<file path="src/rtl/isa_wait_pkg.sv">
package isa_wait_pkg;
  typedef enum logic [1:0] {
    CYC_MEM  = 2'b00,
    CYC_IO   = 2'b01,
    CYC_DMA  = 2'b10,
    CYC_DMA2 = 2'b11
  } cyc_kind_e;

  typedef enum logic [1:0] {
    ST_IDLE = 2'b00,
    ST_CMD  = 2'b01,
    ST_DONE = 2'b10
  } seq_state_e;
endpackage

</file>
<file path="src/rtl/isa_len_sel.sv">
module isa_len_sel
  import isa_wait_pkg::*;
#(
  parameter int CNT_W        = 7,
  parameter int LEN8_DEF     = 6,
  parameter int LEN8_SHORT   = 3,
  parameter int LEN16M_DEF   = 3,
  parameter int LEN16M_SHORT = 2,
  parameter int LEN16IO_DEF  = 3,
  parameter int LENDMA_DEF   = 4
) (
  input  cyc_kind_e          kind_i,
  input  logic               wide_i,
  output logic [CNT_W-1:0]   def_len_o,
  output logic [CNT_W-1:0]   short_len_o,
  output logic               short_ok_o
);
  always_comb begin
    def_len_o   = CNT_W'(LEN8_DEF);
    short_len_o = CNT_W'(LEN8_SHORT);
    short_ok_o  = 1'b1;
    unique case (kind_i)
      CYC_MEM: begin
        if (wide_i) begin
          def_len_o   = CNT_W'(LEN16M_DEF);
          short_len_o = CNT_W'(LEN16M_SHORT);
        end
      end
      CYC_IO: begin
        if (wide_i) begin
          def_len_o   = CNT_W'(LEN16IO_DEF);
          short_len_o = CNT_W'(LEN16IO_DEF);
          short_ok_o  = 1'b0;
        end
      end
      default: begin
        def_len_o   = CNT_W'(LENDMA_DEF);
        short_len_o = CNT_W'(LENDMA_DEF);
        short_ok_o  = 1'b0;
      end
    endcase
  end
endmodule

</file>
<file path="src/rtl/isa_line_merge.sv">
module isa_line_merge (
  input  logic rdy_i,
  input  logic xrdy_i,
  input  logic zws_i,
  input  logic wide_i,
  input  logic short_ok_i,
  output logic hold_o,
  output logic shorten_o
);
  logic xhold;

  always_comb begin
    xhold     = ~wide_i & ~xrdy_i;
    hold_o    = ~rdy_i | xhold;
    shorten_o = zws_i & short_ok_i & ~hold_o;
  end
endmodule

</file>
<file path="src/rtl/isa_cyc_seq.sv">
module isa_cyc_seq
  import isa_wait_pkg::*;
#(
  parameter int CNT_W      = 7,
  parameter bit TMO_EN     = 1'b1,
  parameter int TMO_CYCLES = 32
) (
  input  logic             clk,
  input  logic             rst_n,
  input  logic             start_i,
  input  logic             hold_i,
  input  logic             shorten_i,
  input  logic [CNT_W-1:0] def_len_i,
  input  logic [CNT_W-1:0] short_len_i,
  output logic             cmd_o,
  output logic             busy_o,
  output logic             done_o,
  output logic             tmo_err_o
);
  localparam logic [CNT_W-1:0] CNT_MAX = '1;
  localparam logic [CNT_W-1:0] CNT_TWO = CNT_W'(2);

  seq_state_e       state_q, state_d;
  logic [CNT_W-1:0] cnt_q, cnt_d;
  logic             err_q, err_d;
  logic             tmo_hit, len_ok, norm_end, fin;

  generate
    if (TMO_EN) begin : g_tmo
      assign tmo_hit = (cnt_q >= CNT_W'(TMO_CYCLES));
    end else begin : g_no_tmo
      assign tmo_hit = 1'b0;
    end
  endgenerate

  always_comb begin
    len_ok   = (cnt_q >= def_len_i) | (shorten_i & (cnt_q >= short_len_i));
    norm_end = (cnt_q >= CNT_TWO) & ~hold_i & len_ok;
    fin      = norm_end | ((cnt_q >= CNT_TWO) & tmo_hit);
  end

  always_comb begin
    state_d = state_q;
    cnt_d   = cnt_q;
    err_d   = err_q;
    unique case (state_q)
      ST_IDLE: begin
        if (start_i) begin
          state_d = ST_CMD;
          cnt_d   = CNT_W'(1);
        end
      end
      ST_CMD: begin
        if (fin) begin
          state_d = ST_DONE;
          cnt_d   = '0;
          if (!norm_end) err_d = 1'b1;
        end else if (cnt_q != CNT_MAX) begin
          cnt_d = cnt_q + CNT_W'(1);
        end
      end
      default: begin
        state_d = ST_IDLE;
      end
    endcase
  end

  always_ff @(posedge clk or negedge rst_n) begin
    if (!rst_n) begin
      state_q <= ST_IDLE;
      cnt_q   <= '0;
      err_q   <= 1'b0;
    end else begin
      state_q <= state_d;
      cnt_q   <= cnt_d;
      err_q   <= err_d;
    end
  end

  assign cmd_o     = (state_q == ST_CMD);
  assign done_o    = (state_q == ST_DONE);
  assign busy_o    = (state_q != ST_IDLE);
  assign tmo_err_o = err_q;
endmodule

</file>
<file path="src/rtl/isa_wait_ctl.sv">
module isa_wait_ctl
  import isa_wait_pkg::*;
#(
  parameter int ACK_W        = 4,
  parameter int LEN8_DEF     = 6,
  parameter int LEN8_SHORT   = 3,
  parameter int LEN16M_DEF   = 3,
  parameter int LEN16M_SHORT = 2,
  parameter int LEN16IO_DEF  = 3,
  parameter int LENDMA_DEF   = 4,
  parameter bit TMO_EN       = 1'b1,
  parameter int TMO_CYCLES   = 32
) (
  input  logic             clk,
  input  logic             rst_n,
  input  logic             start_i,
  input  logic [1:0]       cyc_type_i,
  input  logic [ACK_W-1:0] size_ack_i,
  input  logic             rdy_i,
  input  logic             xrdy_i,
  input  logic             zws_i,
  output logic             cmd_o,
  output logic             busy_o,
  output logic             done_o,
  output logic             tmo_err_o
);
  localparam int CNT_W = $clog2(TMO_CYCLES + 1) + 1;

  logic       rst_meta_q, rst_s_n;
  cyc_kind_e  kind_q, kind_d;
  logic       wide_q, wide_d;
  logic       take;
  logic [CNT_W-1:0] def_len, short_len;
  logic       short_ok, hold, shorten;

  always_ff @(posedge clk or negedge rst_n) begin
    if (!rst_n) begin
      rst_meta_q <= 1'b0;
      rst_s_n    <= 1'b0;
    end else begin
      rst_meta_q <= 1'b1;
      rst_s_n    <= rst_meta_q;
    end
  end

  always_comb begin
    take   = start_i & ~busy_o;
    kind_d = take ? cyc_kind_e'(cyc_type_i) : kind_q;
    wide_d = take ? (|size_ack_i)           : wide_q;
  end

  always_ff @(posedge clk or negedge rst_s_n) begin
    if (!rst_s_n) begin
      kind_q <= CYC_MEM;
      wide_q <= 1'b0;
    end else begin
      kind_q <= kind_d;
      wide_q <= wide_d;
    end
  end

  isa_len_sel #(
    .CNT_W(CNT_W), .LEN8_DEF(LEN8_DEF), .LEN8_SHORT(LEN8_SHORT),
    .LEN16M_DEF(LEN16M_DEF), .LEN16M_SHORT(LEN16M_SHORT),
    .LEN16IO_DEF(LEN16IO_DEF), .LENDMA_DEF(LENDMA_DEF)
  ) u_len (
    .kind_i(kind_q), .wide_i(wide_q),
    .def_len_o(def_len), .short_len_o(short_len), .short_ok_o(short_ok)
  );

  isa_line_merge u_lines (
    .rdy_i(rdy_i), .xrdy_i(xrdy_i), .zws_i(zws_i), .wide_i(wide_q),
    .short_ok_i(short_ok), .hold_o(hold), .shorten_o(shorten)
  );

  isa_cyc_seq #(
    .CNT_W(CNT_W), .TMO_EN(TMO_EN), .TMO_CYCLES(TMO_CYCLES)
  ) u_seq (
    .clk(clk), .rst_n(rst_s_n), .start_i(start_i),
    .hold_i(hold), .shorten_i(shorten),
    .def_len_i(def_len), .short_len_i(short_len),
    .cmd_o(cmd_o), .busy_o(busy_o), .done_o(done_o), .tmo_err_o(tmo_err_o)
  );
endmodule

</file>
<file path="config.mk">
export PLATFORM = sky130hd
export DESIGN_NAME = isa_wait_ctl
export DESIGN_NICKNAME = d
export VERILOG_FILES = /design/src/rtl/isa_wait_pkg.sv /design/src/rtl/isa_len_sel.sv /design/src/rtl/isa_line_merge.sv /design/src/rtl/isa_cyc_seq.sv /design/src/rtl/isa_wait_ctl.sv
export SDC_FILE = /design/constraint.sdc
export NUM_CORES = 1
export LEC_CHECK = 0
export BUFFER_PORTS_ARGS = -buffer_cell sky130_fd_sc_hd__buf_2
export CAP_MARGIN = 25
export CORE_MARGIN = 10
export CORE_UTILIZATION = 50
export CTS_BUF_LIST = sky130_fd_sc_hd__clkbuf_2
export CTS_CLUSTER_DIAMETER = 200
export DETAILED_ROUTE_END_ITERATION = 12
export MAX_ROUTING_LAYER = met4
export PLACE_DENSITY = 0.82
export SYNTH_ARGS = -nofsm -noshare
export SYNTH_HDL_FRONTEND = slang
export SYNTH_SLANG_ARGS = --single-unit
</file>
<file path="constraint.sdc">
create_clock -name clk -period 1.3 [get_ports clk]
set_clock_uncertainty 0.1 [all_clocks]
set_input_delay 0.26 -clock clk [delete_from_list [all_inputs] [get_ports clk]]
set_output_delay 0.26 -clock clk [all_outputs]
set_load 0.02 [all_outputs]
</file>
==> results.toml, run 1 <==
[outcome]
status = "complete, but fails checks"
violations = "negative setup slack"

[clocking]
clockBufferDepth = 2
cts_tree = "built"
cts.clk_slew.worst_paths_ns = 0.14
cts-root-buf = "clkbuf_2"
cts_sinks = 15
clk-insertion-delay-late_ns = 0.30
htree_levels = 1
cts_buffers = 3

[timing]
setup_ws_ns = -0.790
timing.final.crit_share_pct = 161
drv_slew = 0
finalCriticalPeriod_ns = 2.09
fin_hold_ws_ns = 0.0619
rsz0062_at_grt = "true"
setup_viol = 13
fmax_ghz = 0.478
max_slew_margin_pct = 63.4
hold_viol = 0
worstMarginPinSlew_ns = 0.549

[placed_design]
numPortBuffers = 15
dp_hpwl_um = 1470
dpl_cell_area_um2 = 1090
dp_slack_ns = -0.828
place.gp.congestion = 0.867

[cells_and_area]
nets = 149
insertedDiodeCount = 0
drive_gt1_share_pct = 54.3
fin_area_um2 = 1290
finish.utilization_pct = 82.9
syn_to_final_growth_pct = 52.8

[hold_path]
min_to = "kind_q[0]"
min_from = "cyc_type_i[0]"
hold_depth = 3
hold_class = "in2reg"

[synthesis]
synth.net_count = 105
synth_cell_type_count = 31
netlist_top_cells_area = "dfrtp_1 44%, ha_1 10%, nor2b_1 5.2%, nand2_1 4.0%, a2111oi_4 3.3%"
yosysMostFrequentCell = "dfrtp_1"
synthFlopType = "dfrtp_1"
synthCells = 86
yosys.area.top_type = "dfrtp_1"
syn_avg_cell_area_um2 = 9.84
synth_top_area_share_pct = 44.4
syn_area_um2 = 846
synth_edf_count = 0
ys_warn_count = 0
async_reset_ff_share_pct = 100
ys_seq_elements = 15
synth-seq-area-share_pct = 44.4
synthTopCellsByCount = "15 x dfrtp_1, 9 x nand2_1, 7 x ha_1, 7 x inv_1, 7 x nor2b_1"

[route]
wl_met2_um = 1200
wl_met1_um = 926
post-route-drc-count = 0
drt_iter0_drc = 4
ant_nets = 0
maxUsedRoutingLayer = "met4"
dr.pass1.iters = 4
totalWireLength_um = 2320
vias = 788
routedWlPerCell_um = 16.0
dr_wl_met3_um = 151
avgViaCountPerCell = 5.43

[global_routing]
grt_max_degree = 14
grtUsageTotal_pct = 12.6
grt_pass1_wl_um = 3440
overflow = 0
antenna_found_initial = 0
first_global_vias = 799

[setup_path]
critPathKind = "reg2reg"
required_ns = 1.44
rr_worst_depth = 9
r2r_start = "kind_q[1]"
r2r-end = "u_seq.state_q[0]"
r2r_slack_ns = -0.79
crit_start = "kind_q[1]"
crit_fanout = 6
cp.arrival_ns = 2.23
cp-start-kind = "register"
cp-end-kind = "register"

[power_and_ir_drop]
peakVddDrop_mv = 1.64
p_per_area_nw_per_um2 = 2620
leakage_nw = 0.631
power.total_mw = 3.39

[floorplanning]
die-area_um2 = 3740
die_x_um = 61.1
row_count = 14
die_y_um = 61.1
start_util_pct = 54.3
core_um2 = 1560
io_pins = 16

[flow_run]
maxCapViolations = 0
-- report_power, final --
| group | internal [mW] | switching, mW | total (mW) |
|---|---|---|---|
| clock network | 0.0815 | 0.155 | 0.236 |
| logic | 1.26 | 1.15 | 2.41 |
| registers | 0.604 | 0.144 | 0.748 |
-- final cells by class --
type | count | area [um^2]
multi-input combinational | 63 | 546
tap | 16 | 20.0
inverter | 7 | 26.3
timing repair buffer | 40 | 303
clock buffer | 4 | 20.0
fill | 97 | 267
sequential | 15 | 378
-- metal layers --
metal | global-route usage, % | vias up
met2 | 20.3 | 20
li1 | - | 390
met5 | - | -
met4 | 3.91 | 0
met3 | 5.97 | 7
met1 | 13.4 | 371
-- registers in the layout (all words and copies together) (netlist names) --
signal,cells
wide_q,1
u_seq.tmo_err_o,1
rst_meta_q,1
u_seq.state_q,2
u_seq.cnt_q,7
kind_q,2
rst_s_n,1
-- stage by stage --
step                std cells  TNS [ns]
floorplan                  86     -4.85
global placement          134     -5.56
detailed placement        134     -6.80
CTS                       142     -6.58
global route              145     -8.74
finish                    145     -7.24
-- cells by family after synthesis --
family          Yosys count  synth area share (%)
compound gates           24                  21.5
fa+ha+maj                 7                  10.4
buf+inv                   8                  3.55
flops                    15                  44.4
other cells               1                 0.443
simple gates             31                  19.8
-- critical path, cell delays in order (launching register included) --
cell       delay [ns]
dfrtp_2          0.49
inv_2            0.10
ha_4             0.20
a21oi_1          0.21
o21ai_2          0.10
a2111oi_4        0.40
o21ai_4          0.12
buf_4            0.15
buf_6            0.10
o21ai_2          0.04
-- worst max-delay path by stage --
| stage | endpoint | slack, ns |
|---|---|---|
| after floorplan | u_seq.cnt_q[3] | -0.65 |
| after global placement | u_seq.cnt_q[3] | -0.68 |
| after detailed placement | u_seq.cnt_q[3] | -0.83 |
| after CTS | u_seq.cnt_q[0] | -0.73 |
| after global routing | u_seq.cnt_q[0] | -0.92 |
| final | u_seq.state_q[0] | -0.79 |
-- what timing repair did --
action	4_1_cts	5_1_grt
pin swaps	5	9
gates resized for setup	12	26
setup endpoints to repair	13	15
setup buffers	4	4
endpoints found under the hold margin	2	0
hold buffers	1	0
-- cells in the final DEF (no fill, tap or decap), types with 2 or more instances in the layout --
cell | synthesis | routed
nor2b_4 | 0 | 3
buf_4 | 0 | 19
nand3_1 | 2 | 2
o31ai_2 | 1 | 2
nor2b_1 | 7 | 4
ha_1 | 7 | 6
nand2b_1 | 2 | 2
a21oi_2 | 0 | 2
buf_6 | 0 | 8
nand2_1 | 9 | 8
o21ai_2 | 1 | 5
buf_2 | 0 | 12
inv_1 | 7 | 5
dfrtp_2 | 0 | 2
o21ai_1 | 4 | 2
a21oi_1 | 4 | 2
inv_2 | 0 | 2
clkbuf_2 | 0 | 4
dfrtp_1 | 15 | 13
Power figures use the tool's default switching activity.
==> run 2, diff against run 1 <==
--- a/config.mk
+++ b/config.mk
@@ -8,12 +8,14 @@
 export BUFFER_PORTS_ARGS = -buffer_cell sky130_fd_sc_hd__buf_2
 export CAP_MARGIN = 25
 export CORE_MARGIN = 10
-export CORE_UTILIZATION = 50
+export CORE_UTILIZATION = 35
 export CTS_BUF_LIST = sky130_fd_sc_hd__clkbuf_2
 export CTS_CLUSTER_DIAMETER = 200
 export DETAILED_ROUTE_END_ITERATION = 12
 export MAX_ROUTING_LAYER = met4
-export PLACE_DENSITY = 0.82
+export PLACE_DENSITY = 0.64
+export RECOVER_POWER = 100
 export SYNTH_ARGS = -nofsm -noshare
 export SYNTH_HDL_FRONTEND = slang
 export SYNTH_SLANG_ARGS = --single-unit
+export TNS_END_PERCENT = 30
==> run 2 against run 1 <==
  * The flow still finishes with violations (negative setup slack)
  * Sequential share of layout area up 2.8 points
  * Critical path depth is 2 lower
  * Critical path type unchanged
  * Worst hold slack got worse by 0.041 ns
  * Register-to-register slack improved by 0.03 ns
==> results.toml, run 2 (synthesis results as in run 1) <==
[floorplanning]
core_um2 = 2250
die-area_um2 = 4780
row_count = 17
die_y_um = 69.2
die_x_um = 69.2
start_util_pct = 37.5
io_pins = 16

[placed_design]
numPortBuffers = 15
dp_hpwl_um = 1660
place.gp.congestion = 0.766
place_inst = 150
dpl_cell_area_um2 = 1130
dp_slack_ns = -0.860

[global_routing]
grt_pass1_wl_um = 3640
first_global_vias = 787
antenna_found_initial = 0
overflow = 0
grtUsageTotal_pct = 9.24
grt_max_degree = 9

[flow_run]
maxCapViolations = 0

[route]
dr.pass1.iters = 4
ant_nets = 0
routedWlPerCell_um = 13.2
avgViaCountPerCell = 4.87
drt_iter0_drc = 30
vias = 755
post-route-drc-count = 0
totalWireLength_um = 2050

[setup_path]
r2r_slack_ns = -0.76
critPathKind = "reg2reg"
required_ns = 1.40
critPathSlowestCell = "dfrtp_2"
cp-end-kind = "register"
cp.arrival_ns = 2.16
crit_chain = "inv_1 > ha_4 > a21oi_1 > o21ai_2 > a2111oi_4 > o21ai_2 > o31ai_1"
r2r_start = "kind_q[1]"
cp-start-kind = "register"
path_common_cell = "o21ai_2"
critical-path-max-stage-delay_ns = 0.47
rr_worst_depth = 7
r2r-end = "u_seq.cnt_q[4]"
crit_fanout = 6

[timing]
fin_hold_ws_ns = 0.0210
timing.final.crit_share_pct = 159
hold_viol = 0
max_slew_margin_pct = 59.5
fmax_ghz = 0.485
fin_tns_setup_ns = -6.88
drv_slew = 0
finalCriticalPeriod_ns = 2.06
rsz0062_at_grt = "true"
setup_ws_ns = -0.762
setup_viol = 12
worstMarginPinSlew_ns = 0.605

[cells_and_area]
syn_to_final_growth_pct = 39.3
fillCellCount = 217
top_register = "u_seq.cnt_q"
reg_top3 = "u_seq.cnt_q x7, kind_q x2, u_seq.state_q x2"
final_common_cell = "buf_4"
drive_gt1_share_pct = 40.2
largest_reg_flops = 7
finish.utilization_pct = 52.3
fin_cells = 155
mostFrequentLayoutCells = "20 x buf_4, 13 x dfrtp_1, 11 x buf_2, 9 x nand2_1"
insertedDiodeCount = 0
nets = 147
fin_area_um2 = 1180

[outcome]
status = "complete, but fails checks"
violations = "negative setup slack"

[clocking]
cts_sinks = 15
post_cts_buffers = 0
htree_levels = 1
clk-insertion-delay-late_ns = 0.28
clockBufferDepth = 2
cts_tree = "built"
cts-root-buf = "clkbuf_2"
cts.clk_slew.worst_paths_ns = 0.14
cts_buffers = 3

[power_and_ir_drop]
power.total_mw = 2.78
peakVddDrop_mv = 1.32
p_per_area_nw_per_um2 = 2360
leakage_nw = 0.575

[hold_path]
hold_class = "reg2async"
[run 2: cell count changes in the layout (fill, tap and decap cells not counted), moves of 2 or more]
cell      change
buf_6         -7
clkbuf_2      +3
nor2b_4       -3
nor2b_1       +3
o21ai_0       +2
o21ai_1       +2
clkbuf_1      +2
o21ai_2       -3
[run 2: area by class of cell]
| type | instances | area, um^2 | share of cell area [%] |
|---|---|---|---|
| Timing Repair Buffer | 38 | 249 | 21.1 |
| Multi-Input combinational cell | 63 | 470 | 39.9 |
| Clock buffer | 4 | 20.0 | 1.70 |
| Sequential cell | 15 | 378 | 32.1 |
| Tap cell | 28 | 35.0 | 2.97 |
| Inverter | 7 | 26.3 | 2.23 |
[run 2: worst max path at each step]
stage,slack (ns),depth (start not counted),start,to
6_report,-0.76,7,kind_q[1],u_seq.cnt_q[4]
5_1_grt,-0.87,7,kind_q[1],u_seq.cnt_q[4]
3_5_place_dp,-0.86,7,kind_q[1],u_seq.cnt_q[3]
2_1_floorplan,-0.65,7,kind_q[1],u_seq.cnt_q[3]
4_1_cts,-0.79,7,kind_q[1],u_seq.cnt_q[3]
3_3_place_gp,-0.76,7,kind_q[1],u_seq.cnt_q[3]
[run 2: per-layer routing]
metal | vias to the layer above | GRT usage, % | part of all wire, %
met4 | 0 | 2.66 | 0.98
met1 | 356 | 10.4 | 45
met2 | 11 | 14.5 | 50
met3 | 2 | 3.99 | 4.5
li1 | 386 | - | -
met5 | - | - | 0
[run 2: worst max-delay path: cells and delay by family (launching register included)]
kind	cells	cell delay, ns
DFF	1	0.47
adders and majority gates	1	0.22
AOI/OAI and AO/OA	5	1.05
buffers and inverters	1	0.14
[run 2: power breakdown]
group	internal, mW	switching [mW]	total (mW)	leakage (nW)
Combinational	0.925	0.913	1.84	0.373
Clock	0.0816	0.145	0.226	0.0166
Sequential	0.604	0.115	0.719	0.186
Total	1.61	1.17	2.78	0.575
[run 2: repair_timing]
| action | CTS | global route |
|---|---|---|
| setup endpoints to repair | 12 | 15 |
| hold buffers | 1 | 0 |
| gates resized for setup | 6 | 4 |
| endpoints found under the hold margin | 2 | 0 |
| pin swaps | 2 | 3 |
==> run 3, diff against run 2 <==
--- a/config.mk
+++ b/config.mk
@@ -9,7 +9,7 @@
 export CAP_MARGIN = 25
 export CORE_MARGIN = 10
 export CORE_UTILIZATION = 35
-export CTS_BUF_LIST = sky130_fd_sc_hd__clkbuf_2
+export CTS_BUF_LIST = sky130_fd_sc_hd__clkbuf_16
 export CTS_CLUSTER_DIAMETER = 200
 export DETAILED_ROUTE_END_ITERATION = 12
 export MAX_ROUTING_LAYER = met4
==> run 3 against run 2 <==
  * The run still ends with negative setup slack left
  * Sequential share of layout area is 2.0 points lower
  * Final cell count stayed put
  * Highest routed layer unchanged
  * Maximum frequency is 1.3% higher
  * First-iteration DRC count is 30% lower
  * Global-route usage is 0.21 points higher
  * Register-to-register slack better by 0.03 ns
  * Final area is 6.6% higher
  * Largest power group unchanged
  * Setup slack better by 0.026 ns
==> results.toml, run 3 (synthesis results as in run 1) <==
[setup_path]
r2r_start = "kind_q[1]"
crit_fanout = 6
critPathSlowestCell = "dfrtp_2"
path_common_cell = "o21ai_2"
cp-start-kind = "register"
r2r-end = "u_seq.cnt_q[3]"
crit_chain = "inv_1 > ha_4 > a21oi_1 > o21ai_2 > a2111oi_4 > o21ai_2 > o311ai_2"
critPathKind = "reg2reg"
cp.arrival_ns = 2.08
cp-end-kind = "register"
r2r_slack_ns = -0.74
rr_worst_depth = 7
critical-path-max-stage-delay_ns = 0.45
crit_start = "kind_q[1]"
required_ns = 1.34
path_delay_family = "compound AO/OA/AOI/OAI gates"
critPathBufInv = 1

[floorplanning]
die_y_um = 69.2
core_um2 = 2250
die-area_um2 = 4780
start_util_pct = 37.5
io_pins = 16
row_count = 17
die_x_um = 69.2

[cells_and_area]
fin_cells = 155
syn_to_final_growth_pct = 48.5
insertedDiodeCount = 0
top_register = "u_seq.cnt_q"
final_common_cell = "buf_4"
reg_top3 = "u_seq.cnt_q x7, kind_q x2, u_seq.state_q x2"
mostFrequentLayoutCells = "20 x buf_4, 13 x dfrtp_1, 11 x buf_2, 9 x nand2_1"
drive_gt1_share_pct = 41.7
fin_area_um2 = 1260
largest_reg_flops = 7
nets = 147
fillCellCount = 210

[global_routing]
overflow = 0
grt_pass1_wl_um = 3730
grt_max_degree = 9
first_global_vias = 808
grtUsageTotal_pct = 9.45
antenna_found_initial = 0

[placed_design]
dpl_cell_area_um2 = 1130
dp_slack_ns = -0.860
place_inst = 150
numPortBuffers = 15
dp_hpwl_um = 1660
place.gp.congestion = 0.766

[power_and_ir_drop]
peakVddDrop_mv = 1.64
p_per_area_nw_per_um2 = 2580
power.total_mw = 3.24
leakage_nw = 0.601

[timing]
fmax_ghz = 0.491
hold_viol = 0
fin_tns_setup_ns = -6.36
finalCriticalPeriod_ns = 2.04
setup_viol = 12
timing.final.crit_share_pct = 157
drv_slew = 0
setup_ws_ns = -0.737
rsz0062_at_grt = "true"

[route]
avgViaCountPerCell = 4.89
post-route-drc-count = 0
dr.pass1.iters = 4
vias = 758
routedWlPerCell_um = 13.8
totalWireLength_um = 2140
ant_nets = 0
drt_iter0_drc = 21

[flow_run]
maxCapViolations = 0

[clocking]
htree_levels = 1
cts_buffers = 3
clockBufferDepth = 2
cts_sinks = 15
cts_tree = "built"
clk-insertion-delay-late_ns = 0.24
cts-root-buf = "clkbuf_16"
cts.clk_slew.worst_paths_ns = 0.05

[hold_path]
hold_class = "reg2async"

[outcome]
status = "complete, but fails checks"
violations = "negative setup slack"
[run 3: cell types whose count changed in the layout (fill, tap and decap cells not counted)]
| cell | before | now |
|---|---|---|
| o221ai_2 | 0 | 1 |
| nor3b_2 | 0 | 1 |
| inv_1 | 6 | 7 |
| nor3b_1 | 1 | 0 |
| o21ai_1 | 4 | 3 |
| clkbuf_16 | 0 | 3 |
| o21ai_2 | 2 | 3 |
| clkbuf_1 | 2 | 3 |
| a2111oi_1 | 1 | 0 |
| o221ai_1 | 1 | 0 |
| clkbuf_2 | 7 | 2 |
| a2111oi_2 | 0 | 1 |
[run 3: final cells by class]
| type | instances | area, um^2 | area share, % |
|---|---|---|---|
| Sequential cell | 15 | 378 | 30.1 |
| Multi-Input combinational cell | 63 | 490 | 39.0 |
| Timing Repair Buffer | 38 | 248 | 19.7 |
| Inverter | 7 | 26.3 | 2.09 |
| Tap cell | 28 | 35.0 | 2.79 |
| Clock inverter | 1 | 3.75 | 0.299 |
| Clock buffer | 3 | 75.1 | 5.98 |
[run 3: metal layers]
layer	vias up	share of wire, %	global-route usage [%]
li1	388	-	-
met1	357	44	10.3
met4	0	0.93	2.66
met5	-	0	-
met3	2	4.0	3.57
met2	11	51	15.6
[run 3: timing repair]
action / 4_1_cts / 5_1_grt
gates cloned: 0 / 0
hold endpoints to repair: 2 / 0
setup buffers: 1 / 1
gates resized for setup: 8 / 6
hold buffers: 1 / 0
endpoints found under the setup margin: 12 / 15
pin swaps: 4 / 4
[run 3: through the flow]
| step | utilization, % | hold WS, ns |
|---|---|---|
| 3_5_place_dp | 50.2 | -0.0523 |
| 2_1_floorplan | - | -0.136 |
| 3_3_place_gp | 50.2 | -0.0549 |
| 4_1_cts | 55.5 | 0.0214 |
| 5_1_grt | 55.7 | 0.0350 |
| 6_report | 55.7 | 0.0111 |
[run 3: where the power goes]
group          total, mW  internal [mW]  leakage [nW]  switching (mW)
logic               1.93          0.949         0.373           0.980
clock network      0.582          0.406        0.0423           0.176
registers          0.726          0.608         0.186           0.119
total               3.24           1.96         0.601            1.27
[run 3: how the worst max path moves through the flow]
| stage | to | slack, ns | depth (start not counted) |
|---|---|---|---|
| final | u_seq.cnt_q[3] | -0.74 | 7 |
| after global routing | u_seq.cnt_q[3] | -0.86 | 7 |
| after CTS | u_seq.cnt_q[3] | -0.80 | 7 |
| after detailed placement | u_seq.cnt_q[3] | -0.86 | 7 |
| after global placement | u_seq.cnt_q[3] | -0.76 | 7 |
| after floorplan | u_seq.cnt_q[3] | -0.65 | 7 |
[run 3: worst reg2reg max path, cell delays in order (launching register included)]
cell	delay, ns
dfrtp_2	0.45
inv_1	0.14
ha_4	0.22
a21oi_1	0.17
o21ai_2	0.10
a2111oi_4	0.37
o21ai_2	0.16
o311ai_2	0.24
